===== config.mk =====
export PLATFORM = sky130hd
export DESIGN_NAME = spiVerifiedRead
export DESIGN_NICKNAME = d
export VERILOG_FILES = /design/src/rtl/spiVrdPkg.sv /design/src/rtl/spiVrdSync.sv /design/src/rtl/spiVrdCtrl.sv /design/src/rtl/spiVrdDatapath.sv /design/src/rtl/spiVerifiedRead.sv
export SDC_FILE = /design/constraint.sdc
export NUM_CORES = 1
export LEC_CHECK = 0
export BUFFER_PORTS_ARGS = -buffer_cell sky130_fd_sc_hd__buf_2
export CAP_MARGIN = 20
export CORE_ASPECT_RATIO = 0.6
export CORE_UTILIZATION = 50
export CTS_BUF_LIST = sky130_fd_sc_hd__clkbuf_8
export CTS_CLUSTER_SIZE = 40
export DETAILED_ROUTE_END_ITERATION = 16
export PLACE_DENSITY_LB_ADDON = 0.15
export SLEW_MARGIN = 20
export SYNTH_ARGS = -nofsm -noshare
export SYNTH_HDL_FRONTEND = slang
export SYNTH_SLANG_ARGS = --single-unit

===== constraint.sdc =====
create_clock -name clk -period 3.8 [get_ports clk]
set_input_delay 0.57 -clock clk [delete_from_list [all_inputs] [get_ports clk]]
set_output_delay 0.57 -clock clk [all_outputs]
set_load 0.1 [all_outputs]

===== src/rtl/spiVrdPkg.sv =====
package spiVrdPkg;
  localparam int BYTE_W = 8;
  localparam int CNT_W  = 4;

  typedef enum logic [2:0] {
    PH_ADDR, PH_ADDR_ECHO, PH_COUNT, PH_DATA, PH_TAIL, PH_CTRL, PH_DONE
  } phase_t;

  typedef enum logic [1:0] {TX_ZERO, TX_ADDR, TX_DATA, TX_CTRL} txSel_t;

  typedef struct packed {
    logic   capAddr;
    logic   setCntBad;
    logic   setEchoErr;
    logic   incPtr;
    txSel_t txSel;
    logic   ctrlPhase;
  } strobe_t;
endpackage


===== src/rtl/spiVrdSync.sv =====
module spiVrdSync #(
  parameter int STAGES = 2
) (
  input  logic clk,
  input  logic rstN,
  input  logic sckIn,
  input  logic ncsIn,
  input  logic siIn,
  output logic sckRise,
  output logic sckFall,
  output logic active,
  output logic siS
);
  logic [STAGES-1:0] sckSh, ncsSh, siSh;
  logic sckPrev;

  always_ff @(posedge clk or negedge rstN) begin
    if (!rstN) begin
      sckSh   <= '0;
      ncsSh   <= '1;
      siSh    <= '0;
      sckPrev <= 1'b0;
    end else begin
      sckSh   <= {sckSh[STAGES-2:0], sckIn};
      ncsSh   <= {ncsSh[STAGES-2:0], ncsIn};
      siSh    <= {siSh[STAGES-2:0], siIn};
      sckPrev <= sckSh[STAGES-1];
    end
  end

  assign sckRise = sckSh[STAGES-1] & ~sckPrev;
  assign sckFall = ~sckSh[STAGES-1] & sckPrev;
  assign active  = ~ncsSh[STAGES-1];
  assign siS     = siSh[STAGES-1];
endmodule


===== src/rtl/spiVrdCtrl.sv =====
module spiVrdCtrl
  import spiVrdPkg::*;
(
  input  logic              clk,
  input  logic              rstN,
  input  logic              active,
  input  logic              byteEnd,
  input  logic [BYTE_W-1:0] rxByte,
  input  logic              echoOk,
  output strobe_t           strb
);
  phase_t           phase, phaseNext;
  logic [CNT_W-1:0] remain;
  logic             firstData;

  always_comb begin
    strb           = '0;
    strb.txSel     = TX_ZERO;
    strb.ctrlPhase = (phase == PH_CTRL);
    phaseNext      = phase;
    case (phase)
      PH_ADDR: begin
        strb.capAddr = 1'b1;
        strb.txSel   = TX_ADDR;
        phaseNext    = PH_ADDR_ECHO;
      end
      PH_ADDR_ECHO: phaseNext = PH_COUNT;
      PH_COUNT: begin
        strb.setCntBad = (rxByte[CNT_W-1:0] != ~rxByte[BYTE_W-1:CNT_W]);
        strb.incPtr    = 1'b1;
        strb.txSel     = TX_DATA;
        phaseNext      = PH_DATA;
      end
      PH_DATA: begin
        strb.setEchoErr = !firstData && !echoOk;
        if (remain == '0) begin
          strb.txSel = TX_ADDR;
          phaseNext  = PH_TAIL;
        end else begin
          strb.txSel  = TX_DATA;
          strb.incPtr = 1'b1;
        end
      end
      PH_TAIL: begin
        strb.setEchoErr = !echoOk;
        strb.txSel      = TX_CTRL;
        phaseNext       = PH_CTRL;
      end
      PH_CTRL: phaseNext = PH_DONE;
      default: phaseNext = PH_DONE;
    endcase
  end

  always_ff @(posedge clk or negedge rstN) begin
    if (!rstN) begin
      phase     <= PH_ADDR;
      remain    <= '0;
      firstData <= 1'b1;
    end else if (!active) begin
      phase     <= PH_ADDR;
      remain    <= '0;
      firstData <= 1'b1;
    end else if (byteEnd) begin
      phase <= phaseNext;
      if (phase == PH_COUNT) begin
        remain    <= rxByte[BYTE_W-1:CNT_W];
        firstData <= 1'b1;
      end
      if (phase == PH_DATA) begin
        firstData <= 1'b0;
        if (remain != '0) remain <= remain - 1'b1;
      end
    end
  end
endmodule


===== src/rtl/spiVrdDatapath.sv =====
module spiVrdDatapath
  import spiVrdPkg::*;
#(
  parameter logic [7:0] CTRL_OK = 8'h59
) (
  input  logic              clk,
  input  logic              rstN,
  input  logic              active,
  input  logic              sckRise,
  input  logic              sckFall,
  input  logic              siS,
  input  strobe_t           strb,
  input  logic [BYTE_W-1:0] regData,
  output logic              so,
  output logic              byteEnd,
  output logic [BYTE_W-1:0] rxByte,
  output logic              echoOk,
  output logic [BYTE_W-1:0] regAddr
);
  localparam logic [BYTE_W-1:0] CTRL_BAD = ~CTRL_OK;
  localparam int BIT_W = $clog2(BYTE_W);

  logic [BYTE_W-2:0] rxSh;
  logic [BIT_W-1:0]  bitCnt;
  logic [BYTE_W-1:0] txShift, pend, startAddr, rdPtr, prevTx, curTx, nextTx;
  logic              loadPend, rtMis, cntBad, echoErr;

  assign rxByte  = {rxSh, siS};
  assign byteEnd = active & sckRise & (bitCnt == BIT_W'(BYTE_W - 1));
  assign echoOk  = (rxByte == prevTx);
  assign regAddr = rdPtr;
  assign so      = active & txShift[BYTE_W-1];

  always_comb begin
    case (strb.txSel)
      TX_ADDR: nextTx = strb.capAddr ? rxByte : startAddr;
      TX_DATA: nextTx = (cntBad | strb.setCntBad) ? '0 : regData;
      TX_CTRL: nextTx = (cntBad | echoErr | strb.setCntBad | strb.setEchoErr)
                        ? CTRL_BAD : CTRL_OK;
      default: nextTx = '0;
    endcase
  end

  always_ff @(posedge clk or negedge rstN) begin
    if (!rstN) begin
      rxSh <= '0; bitCnt <= '0; txShift <= '0; pend <= '0; loadPend <= 1'b0;
      rtMis <= 1'b0; startAddr <= '0; rdPtr <= '0; prevTx <= '0; curTx <= '0;
      cntBad <= 1'b0; echoErr <= 1'b0;
    end else if (!active) begin
      rxSh <= '0; bitCnt <= '0; txShift <= '0; pend <= '0; loadPend <= 1'b0;
      rtMis <= 1'b0; startAddr <= '0; rdPtr <= '0; prevTx <= '0; curTx <= '0;
      cntBad <= 1'b0; echoErr <= 1'b0;
    end else begin
      if (sckRise) begin
        rxSh   <= {rxSh[BYTE_W-3:0], siS};
        bitCnt <= bitCnt + 1'b1;
        rtMis  <= strb.ctrlPhase && (siS != txShift[BYTE_W-1]);
      end
      if (byteEnd) begin
        pend     <= nextTx;
        loadPend <= 1'b1;
        prevTx   <= curTx;
        curTx    <= nextTx;
        if (strb.capAddr) begin
          startAddr <= rxByte;
          rdPtr     <= rxByte;
        end
        if (strb.incPtr)     rdPtr   <= rdPtr + 1'b1;
        if (strb.setCntBad)  cntBad  <= 1'b1;
        if (strb.setEchoErr) echoErr <= 1'b1;
      end
      if (sckFall) begin
        rtMis <= 1'b0;
        if (loadPend) begin
          txShift  <= pend;
          loadPend <= 1'b0;
        end else if (rtMis) begin
          txShift <= CTRL_BAD << bitCnt;
        end else begin
          txShift <= {txShift[BYTE_W-2:0], 1'b0};
        end
      end
    end
  end
endmodule


===== src/rtl/spiVerifiedRead.sv =====
module spiVerifiedRead
  import spiVrdPkg::*;
#(
  parameter int         SYNC_STAGES = 2,
  parameter logic [7:0] CTRL_OK     = 8'h59
) (
  input  logic       clk,
  input  logic       rstN,
  input  logic       sck,
  input  logic       ncs,
  input  logic       si,
  output logic       so,
  output logic [7:0] regAddr,
  input  logic [7:0] regData
);
  logic              sckRise, sckFall, active, siS, byteEnd, echoOk;
  logic [BYTE_W-1:0] rxByte;
  strobe_t           strb;

  spiVrdSync #(.STAGES(SYNC_STAGES)) u_sync (
    .clk(clk), .rstN(rstN), .sckIn(sck), .ncsIn(ncs), .siIn(si),
    .sckRise(sckRise), .sckFall(sckFall), .active(active), .siS(siS)
  );

  spiVrdCtrl u_ctrl (
    .clk(clk), .rstN(rstN), .active(active), .byteEnd(byteEnd),
    .rxByte(rxByte), .echoOk(echoOk), .strb(strb)
  );

  spiVrdDatapath #(.CTRL_OK(CTRL_OK)) u_dp (
    .clk(clk), .rstN(rstN), .active(active), .sckRise(sckRise),
    .sckFall(sckFall), .siS(siS), .strb(strb), .regData(regData),
    .so(so), .byteEnd(byteEnd), .rxByte(rxByte), .echoOk(echoOk),
    .regAddr(regAddr)
  );
endmodule


==> results of run 1 <==
cell usage after synthesis, types with 3 or more instances:
cell and number:
mux2i_1 5, nand2b_1 4, mux2_2 5, nor3_1 6, nor2_1 24, xnor2_1 12
a21oi_1 54, and3_1 7, ha_1 7, a221oi_1 6, nand3_1 11, nand2_1 85
xor2_1 4, clkbuf_1 15, inv_1 11, nor2b_1 7, dfstp_2 3, dfrtp_1 66
a211oi_1 4, a221o_1 4, o21ai_0 16, a21o_1 6, a222oi_1 4, buf_2 12
per-layer routing:
layer	GRT usage [%]	share of wire [%]
met1	43.9	50
met2	33.9	39
met3	8.30	9.6
met4	7.79	1.4
met5	0	0
kinds of logic after synthesis:
group                      count (synthesis)  share of synthesized area [%]
buffers and inverters                     42                           4.82
adders and majority gates                  7                           2.33
DFF                                       69                           46.0
and+or+nand+nor                          165                           20.8
AOI/OAI and AO/OA                        114                           19.5
xor gates and xnor gates                  16                           3.72
muxes                                     10                           2.83
cell type report:
cell class / count / area share [%]
clock buffer: 9 / 3.00
multi-input combinational: 312 / 44.8
sequential: 69 / 41.9
clock inverter: 7 / 2.79
inverter: 11 / 1.00
timing repair buffer: 25 / 3.27
tap: 104 / 3.15
through the flow:
stage	instances	setup WS, ns	cell area, sq um	hold slack [ns]	util (%)
3_5_place_dp	521	1.45	3890	0.335	53.5
5_1_grt	537	1.12	4130	0.192	56.8
6_report	537	1.36	4130	0.168	56.8
2_1_floorplan	423	1.16	3760	0.274	-
3_3_place_gp	521	1.43	3890	0.333	53.5
4_1_cts	537	1.41	4130	0.180	56.8
state kept, by name (all words and copies together), names as in the netlist, 3 cells and up:
name / flops
u_dp.regAddr: 8
u_dp.pend: 8
u_dp.bitCnt: 3
u_ctrl.phase: 3
u_dp.rxSh: 7
u_dp.txShift: 8
u_ctrl.remain: 4
u_dp.startAddr: 8
u_dp.prevTx: 8
critical path, cell delays in order (launching register included):
cell and delay [ns]:
dfrtp_1 0.56, ha_1 0.23, nand3b_1 0.08, buf_4 0.23, nor2_2 0.40, nand2_1 0.09
nor3_1 0.50, a221o_1 0.28
power by group through the flow:
stage / Sequential (mW) / Combinational, mW / Clock (mW)
floorplan: 0.759 / 0.0394 / 0
global placement: 0.770 / 0.0640 / 0
detailed placement: 0.770 / 0.0638 / 0
CTS: 0.756 / 0.0641 / 0.744
global route: 0.757 / 0.0705 / 0.769
finish: 0.756 / 0.0636 / 0.728
worst max path at each step:
stage          depth (start not counted)  slack [ns]                       end                  startpoint
2_1_floorplan                          3        1.16                        so   u_sync.ncsSh[1]$_DFF_PN1_
3_3_place_gp                           7        1.43  u_dp.pend[4]$_DFFE_PN0P_  u_dp.bitCnt[2]$_DFFE_PN0P_
3_5_place_dp                           7        1.45  u_dp.pend[6]$_DFFE_PN0P_  u_dp.bitCnt[2]$_DFFE_PN0P_
4_1_cts                                2        1.41                        so   u_sync.ncsSh[1]$_DFF_PN1_
5_1_grt                                8        1.12  u_dp.pend[6]$_DFFE_PN0P_  u_dp.bitCnt[1]$_DFFE_PN0P_
6_report                               7        1.36  u_dp.pend[6]$_DFFE_PN0P_  u_dp.bitCnt[2]$_DFFE_PN0P_
==> results.py, run 1 <==
metrics = {
    "power_and_ir_drop": {
        "p_int_mw": 1.19,
        "irDropWorstVdd_uv": 227,
        "leakagePower_nw": 1.76,
        "switching_power_uw": 353,
        "p_sw_share_pct": 22.8,
        "power.combinational.fraction_pct": 4.1,
        "total_power_mw": 1.55,
        "clkPwrFrac_pct": 47.0,
        "p_seq_share_pct": 48.9,
        "power_density_nw_per_um2": 375,
    },
    "critical_path": {
        "cp-start-kind": "flop",
        "required_ns": 4.10,
        "r2r-start": "u_dp.bitCnt[2]$_DFFE_PN0P_",
        "endpoint_kind": "flop",
        "r2r_slack_ns": 1.36,
        "critPathKind": "reg2reg",
        "r2r_end": "u_dp.pend[6]$_DFFE_PN0P_",
        "r2r_cells": 7,
        "critPathArrivalTime_ns": 2.74,
        "crit_fanout": 22,
    },
    "synth": {
        "synth_edf_count": 0,
        "seq_area_frac_synth_pct": 46.0,
        "yosysWarnings": 0,
        "yosys-top-cells-area": "dfrtp_1 44%, nand2_1 8.5%, a21oi_1 7.2%",
        "async_reset_ff_share_pct": 100,
        "yosysTopAreaCell": "dfrtp_1",
        "ys_types": 58,
        "yosysTopAreaCellShare_pct": 43.9,
        "syn_inst": 423,
        "syn_nets": 443,
        "netlist_area_sq_um": 3760,
        "ys.flop_type": "dfrtp_1",
        "ys_seq_elements": 69,
        "synth.avg_cell_area_sq_um": 8.89,
    },
    "die": {
        "coreArea_sq_um": 7270,
        "die_w_microns": 114,
        "initial_utilization_pct": 51.8,
        "die_area_sq_um": 7890,
        "row_count": 24,
        "dieHeight_microns": 69.2,
        "io_pins": 22,
    },
    "clocking": {
        "ctsHoldBuffers": 0,
        "path_clk_slew_ns": 0.08,
        "cts_sinks": 69,
        "cts_setup_buffers": 0,
        "cts_resized": 0,
        "cts_buffers": 9,
        "root_buffer": "clkbuf_8",
        "cts_tree": "yes",
        "clk_path_buf_depth": 2,
        "cts_max_level": 3,
        "insertion_delay_ns": 0.36,
    },
    "sta": {
        "min_period_over_period_pct": 64.1,
        "tightestPinTransition_ns": 0.882,
        "fin_worst_skew_ns": 0.00570,
        "setup_viol": 0,
        "rsz0062_at_grt": "false",
        "hold_viol": 0,
        "max-slew-margin-rel_pct": 40.9,
        "period_minus_slack_ns": 2.44,
        "maxSlewViolCount": 0,
        "max_freq_mhz": 411,
        "fin_setup_tns_ns": 0,
    },
    "drt": {
        "viasPerCell": 5.88,
        "first_pass_iters": 7,
        "drcViolationCount": 0,
        "routed_wl_microns": 9800,
        "first_iter_violations": 371,
        "wl_per_cell_microns": 18.3,
        "ant_nets": 0,
        "vias": 3156,
    },
    "grt": {
        "grt_pass1_vias": 2914,
        "grt_pass1_wl_microns": 16000,
        "grt_usage_pct": 27.2,
        "grt_max_degree": 51,
        "antenna_found_initial": 0,
        "grt.overflow.total": 0,
    },
    "final_layout": {
        "final_common_cell": "nand2_1",
        "final_cell_mix": "85 x nand2_1, 66 x dfrtp_1, 54 x a21oi_1, 24 x nor2_1, 21 x buf_2",
        "syn_to_final_growth_pct": 9.68,
        "diodes": 0,
        "fill_cells": 680,
        "drive_gt1_share_pct": 14.1,
        "nets": 448,
        "multi_input_area_sq_um": 1850,
        "seq_area_sq_um": 1730,
    },
    "run_status": {
        "status": "complete, no violations",
    },
    "placed_design": {
        "port_buffers": 21,
        "hpwl_microns": 6820,
        "gp_congestion": 0.889,
    },
    "flow_run": {
        "maxCapViolCount": 0,
    },
    "hold_path": {
        "hp-class": "in2async",
    },
}
No activity file was read; power rests on OpenSTA's default activity.
==> run 2, diff against run 1 <==
- ABC_AREA: not set -> 1
- clock period: 3.8 -> 2.05 ns (I/O delays scaled with it)
==> results.py, run 2 <==
metrics = {
    "sta": {
        "hold_viol": 0,
        "max_freq_mhz": 527,
        "max-slew-margin-rel_pct": 67.5,
        "period_minus_slack_ns": 1.90,
        "min_period_over_period_pct": 92.6,
        "rsz0062_at_grt": "false",
        "setup_viol": 0,
        "maxSlewViolCount": 0,
        "whs_ns": 0.0457,
        "fin_setup_tns_ns": 0,
        "fin_worst_skew_ns": 0.0115,
        "tightestPinTransition_ns": 0.490,
    },
    "critical_path": {
        "critPathKind": "reg2reg",
        "cp-start-kind": "flop",
        "required_ns": 2.32,
        "critPathArrivalTime_ns": 2.17,
        "r2r_slack_ns": 0.15,
        "endpoint_kind": "flop",
        "crit_fanout": 18,
    },
    "run_status": {
        "failed_checks": "DRC",
        "status": "finished, violations left",
    },
    "synth": {
        "async_reset_ff_share_pct": 100,
        "ys_seq_elements": 69,
        "ys_types": 37,
        "syn_inst": 421,
        "synth.avg_cell_area_sq_um": 8.57,
        "synth_edf_count": 0,
        "yosysTopAreaCell": "dfrtp_1",
        "ys.flop_type": "dfrtp_1",
        "yosysMostFrequentCell": "nand2_1",
        "synth_commonest_cells": "102 x nand2_1, 66 x dfrtp_1, 46 x inv_1",
        "netlist_area_sq_um": 3610,
        "syn_nets": 441,
        "yosysTopAreaCellShare_pct": 45.8,
        "yosysWarnings": 0,
        "yosys-top-cells-area": "dfrtp_1 46%, nand2_1 11%, inv_1 4.8%",
        "seq_area_frac_synth_pct": 48.0,
    },
    "die": {
        "io_pins": 22,
        "row_count": 23,
        "dieHeight_microns": 67.8,
        "initial_utilization_pct": 52.9,
        "die_w_microns": 112,
        "die_area_sq_um": 7570,
        "coreArea_sq_um": 6820,
    },
    "grt": {
        "grt_usage_pct": 27.3,
        "antenna_found_initial": 0,
        "grt_max_degree": 70,
        "grt.overflow.total": 0,
        "grt_pass1_wl_microns": 15000,
        "grt_pass1_vias": 2851,
    },
    "power_and_ir_drop": {
        "power.combinational.fraction_pct": 5.5,
        "clkPwrFrac_pct": 45.0,
        "leakagePower_nw": 1.96,
        "switching_power_uw": 648,
        "p_int_mw": 2.16,
        "power_density_nw_per_um2": 691,
        "p_sw_share_pct": 23.1,
        "p_seq_share_pct": 49.5,
        "irDropWorstVdd_uv": 424,
    },
    "drt": {
        "ant_nets": 0,
        "first_iter_violations": 297,
        "vias": 3116,
        "routed_wl_microns": 9230,
        "drcViolationCount": 1,
        "wl_per_cell_microns": 17.0,
        "first_pass_iters": 11,
        "viasPerCell": 5.75,
    },
    "placed_design": {
        "port_buffers": 21,
        "hpwl_microns": 6710,
        "gp_congestion": 0.950,
    },
    "clocking": {
        "cts_tree": "yes",
        "cts_buffers": 9,
        "path_clk_slew_ns": 0.07,
        "insertion_delay_ns": 0.36,
        "root_buffer": "clkbuf_8",
        "cts_sinks": 69,
        "cts_setup_buffers": 0,
        "clk_path_buf_depth": 2,
        "cts_max_level": 3,
    },
    "final_layout": {
        "syn_to_final_growth_pct": 12.6,
        "nets": 470,
        "drive_gt1_share_pct": 15.8,
        "final_cell_mix": "102 x nand2_1, 64 x dfrtp_1, 47 x inv_1, 34 x o21ai_0, 22 x nand3_1",
        "diodes": 0,
        "final_common_cell": "nand2_1",
        "fill_cells": 623,
    },
    "hold_path": {
        "hp-class": "in2reg",
    },
    "flow_run": {
        "maxCapViolCount": 0,
    },
}
[run 2: changes by cell type after synthesis, sizes merged, moves of 7 or more]
cell | before | now
nand4 | 2 | 10
nor2b | 7 | 0
a21oi | 54 | 16
nand3 | 11 | 22
o22ai | 1 | 18
inv | 11 | 54
o21ai | 16 | 44
a22o | 2 | 11
clkbuf | 16 | 1
and3 | 7 | 0
nand2 | 85 | 108
[run 2: path summary, 6_finish.rpt]
check                                            from                           end  cells past startpoint
min in group asynchronous                        rstN      u_dp.rxSh[1]$_DFFE_PN0P_                      3
hold / removal                                    ncs     u_sync.ncsSh[0]$_DFF_PN1_                      1
setup reg to reg           u_dp.bitCnt[1]$_DFFE_PN0P_  u_ctrl.remain[1]$_DFFE_PN0P_                      7
setup / recovery           u_dp.bitCnt[1]$_DFFE_PN0P_  u_ctrl.remain[1]$_DFFE_PN0P_                      7
max in group asynchronous                        rstN  u_ctrl.firstData$_DFFE_PN1P_                      3
hold reg to reg              u_sync.siSh[0]$_DFF_PN0_      u_sync.siSh[1]$_DFF_PN0_                      0
[run 2: cells by family (layout without fill, tap and decap cells)]
logic type	after synthesis	count (layout)	synth area share, %
xor gates and xnor gates	12	12	2.91
and+or+nand+nor	163	163	20.7
buffers and inverters	65	99	7.49
DFF	69	69	48.0
AOI/OAI and AO/OA	105	105	18.6
adders and majority gates	7	7	2.43
[run 2: what timing repair did]
item,in CTS,in global routing
resized for setup,0,2
endpoints found under the hold margin,66,0
setup endpoints to repair,0,1
hold buffers,1,0
[run 2: worst max-delay path: stages (launching register included)]
cell and delay, ns:
dfrtp_1 0.43, ha_1 0.18, ha_1 0.23, nand2_2 0.13
inv_1 0.25, buf_4 0.31, a21oi_1 0.12, o21ai_0 0.16
[run 2: through the flow]
step	util, %	total power, mW	std cells	setup WS [ns]	area (sq um)
after floorplan	-	1.49	421	0.0851	3610
after global placement	56.1	1.56	525	0.174	3820
after detailed placement	56.1	1.56	525	0.131	3820
after CTS	59.5	2.84	542	0.0991	4060
after global routing	59.5	2.89	542	0.0151	4060
final	59.5	2.80	542	0.151	4060
[run 2: routing by layer]
metal / vias to the layer above / wire, microns / global-route usage [%]
met3: 14 / 836 / 8.89
li1: 1482 / - / -
met4: 0 / 121 / 9.12
met1: 1475 / 4830 / 41.2
met5: - / 0 / 0
met2: 145 / 3440 / 35.8
[run 2: area by class of cell]
class	instances	area, sq um	area share (%)
Multi-Input combinational cell	287	1610	39.6
Tap cell	87	109	2.68
Clock inverter	5	73.8	1.82
Clock buffer	11	151	3.73
Sequential cell	69	1730	42.7
Inverter	55	211	5.21
Timing Repair Buffer	28	173	4.25
[run 2: power groups by stage]
stage,combinational (mW),clock (mW),sequential (mW)
floorplan,0.0638,0,1.43
global placement,0.149,0,1.41
detailed placement,0.151,0,1.41
CTS,0.153,1.29,1.39
global route,0.170,1.33,1.39
finish,0.153,1.26,1.39
==> run 3, diff against run 2 <==
- PLACE_DENSITY: not set -> 0.76
- PLACE_DENSITY_LB_ADDON: 0.15 -> not set
==> results.py, run 3 (synthesized netlist as in run 2, its figures left out) <==
metrics = {
    "run_status": {
        "status": "complete, no violations",
    },
    "grt": {
        "grt_max_degree": 49,
        "antenna_found_initial": 1,
        "grt_usage_pct": 26.4,
        "grt_pass1_wl_microns": 14600,
        "grt.overflow.total": 0,
        "grt_pass1_vias": 2745,
    },
    "power_and_ir_drop": {
        "p_seq_share_pct": 52.8,
        "power.combinational.fraction_pct": 5.5,
        "leakagePower_nw": 1.95,
        "switching_power_uw": 612,
        "power_density_nw_per_um2": 656,
        "irDropWorstVdd_uv": 423,
        "clkPwrFrac_pct": 41.7,
        "p_int_mw": 2.02,
        "total_power_mw": 2.64,
        "p_sw_share_pct": 23.2,
    },
    "hold_path": {
        "hp-class": "in2reg",
        "whs_path_depth": 1,
        "hold_path_end": "u_sync.ncsSh[0]$_DFF_PN1_",
        "hp-start": "ncs",
    },
    "final_layout": {
        "stdcell_area_sq_um": 4020,
        "fill_cells": 588,
        "syn_to_final_growth_pct": 11.3,
        "stdcell_count": 540,
        "multi_input_area_sq_um": 1610,
        "diodes": 0,
        "seq_area_sq_um": 1730,
        "fin_util_pct": 58.9,
        "nets": 468,
        "final_cell_mix": "102 x nand2_1, 64 x dfrtp_1, 50 x inv_1, 34 x o21ai_0, 22 x nand3_1",
        "final_common_cell": "nand2_1",
        "drive_gt1_share_pct": 14.8,
    },
    "die": {
        "die_w_microns": 112,
        "io_pins": 22,
        "dieHeight_microns": 67.8,
        "row_count": 23,
        "initial_utilization_pct": 52.9,
        "coreArea_sq_um": 6820,
        "die_area_sq_um": 7570,
    },
    "clocking": {
        "path_clk_slew_ns": 0.07,
        "cts_max_level": 3,
        "cts_buffers": 9,
        "insertion_delay_ns": 0.36,
        "cts_tree": "yes",
        "root_buffer": "clkbuf_8",
        "cts_sinks": 69,
        "clk_path_buf_depth": 2,
        "cts_setup_buffers": 0,
    },
    "flow_run": {
        "maxCapViolCount": 0,
    },
    "placed_design": {
        "placed_area_sq_um": 3810,
        "pre_cts_ws_ns": 0.179,
        "port_buffers": 21,
        "gp_congestion": 0.935,
        "hpwl_microns": 6770,
        "placed_cells": 523,
    },
    "sta": {
        "maxSlewViolCount": 0,
        "max-slew-margin-rel_pct": 65.6,
        "max_freq_mhz": 525,
        "fin_setup_tns_ns": 0,
        "fin_worst_skew_ns": 0.0115,
        "whs_ns": 0.0462,
        "rsz0062_at_grt": "false",
        "min_period_over_period_pct": 92.9,
        "tightestPinTransition_ns": 0.515,
        "setup_viol": 0,
        "fin_ws_ns": 0.146,
        "period_minus_slack_ns": 1.90,
        "hold_viol": 0,
    },
    "critical_path": {
        "r2r-start": "u_dp.bitCnt[1]$_DFFE_PN0P_",
        "critPathArrivalTime_ns": 2.17,
        "endpoint_kind": "flop",
        "r2r_cells": 7,
        "critPathKind": "reg2reg",
        "required_ns": 2.32,
        "crit_fanout": 16,
        "r2r_slack_ns": 0.15,
        "cp-startpoint": "u_dp.bitCnt[1]$_DFFE_PN0P_",
        "r2r_end": "u_ctrl.remain[1]$_DFFE_PN0P_",
        "cp-start-kind": "flop",
    },
    "drt": {
        "first_iter_violations": 325,
        "ant_nets": 0,
        "wl_per_cell_microns": 16.6,
        "vias": 3097,
        "viasPerCell": 5.74,
        "routed_wl_microns": 8970,
        "drcViolationCount": 0,
        "first_pass_iters": 6,
    },
}
## run 3: cell count changes in the layout (fill, tap and decap cells not counted), sizes merged
cell / before / now
inv: 55 / 58
clkinv: 3 / 1
bufinv: 2 / 1
buf: 27 / 25
## run 3: power by group through the flow
stage / registers [mW] / clock network (mW) / logic, mW
4_1_cts: 1.39 / 1.13 / 0.146
3_5_place_dp: 1.42 / 0 / 0.144
6_report: 1.39 / 1.10 / 0.145
2_1_floorplan: 1.43 / 0 / 0.0638
3_3_place_gp: 1.42 / 0 / 0.143
5_1_grt: 1.39 / 1.18 / 0.163
## run 3: worst max-delay path by stage
stage	end	slack (ns)	cells past startpoint
after floorplan	u_dp.regAddr[7]$_DFFE_PN0P_	0.09	8
after global placement	u_ctrl.remain[1]$_DFFE_PN0P_	0.25	7
after detailed placement	u_ctrl.remain[1]$_DFFE_PN0P_	0.18	7
after CTS	u_ctrl.remain[1]$_DFFE_PN0P_	0.16	7
after global routing	u_dp.echoErr$_DFFE_PN0P_	0.04	7
final	u_ctrl.remain[1]$_DFFE_PN0P_	0.15	7
## run 3: cell type report
| class | count | share of cell area [%] |
|---|---|---|
| Timing Repair Buffer | 26 | 3.92 |
| Sequential cell | 69 | 43.1 |
| Clock buffer | 11 | 3.77 |
| Multi-Input combinational cell | 287 | 40.1 |
| Clock inverter | 5 | 1.12 |
| Inverter | 55 | 5.26 |
| Tap cell | 87 | 2.71 |
## run 3: timing repair
| action | CTS | global route |
|---|---|---|
| hold buffers | 1 | 0 |
| endpoints found under the setup margin | 0 | 1 |
| hold endpoints to repair | 20 | 0 |
| resized for setup | 0 | 2 |
## run 3: per-layer routing
layer  global-route usage (%)  share of wire, %
met5                        0                 0
met4                     9.29              0.65
met2                     33.8                39
met3                     9.07                11
met1                     40.2                49
## run 3: worst max-delay path, cell delays in order, from the launching register on
cell     delay, ns
dfrtp_1       0.43
ha_1          0.20
ha_1          0.20
nand2_2       0.13
inv_1         0.26
buf_4         0.30
a21oi_1       0.11
o21ai_0       0.18
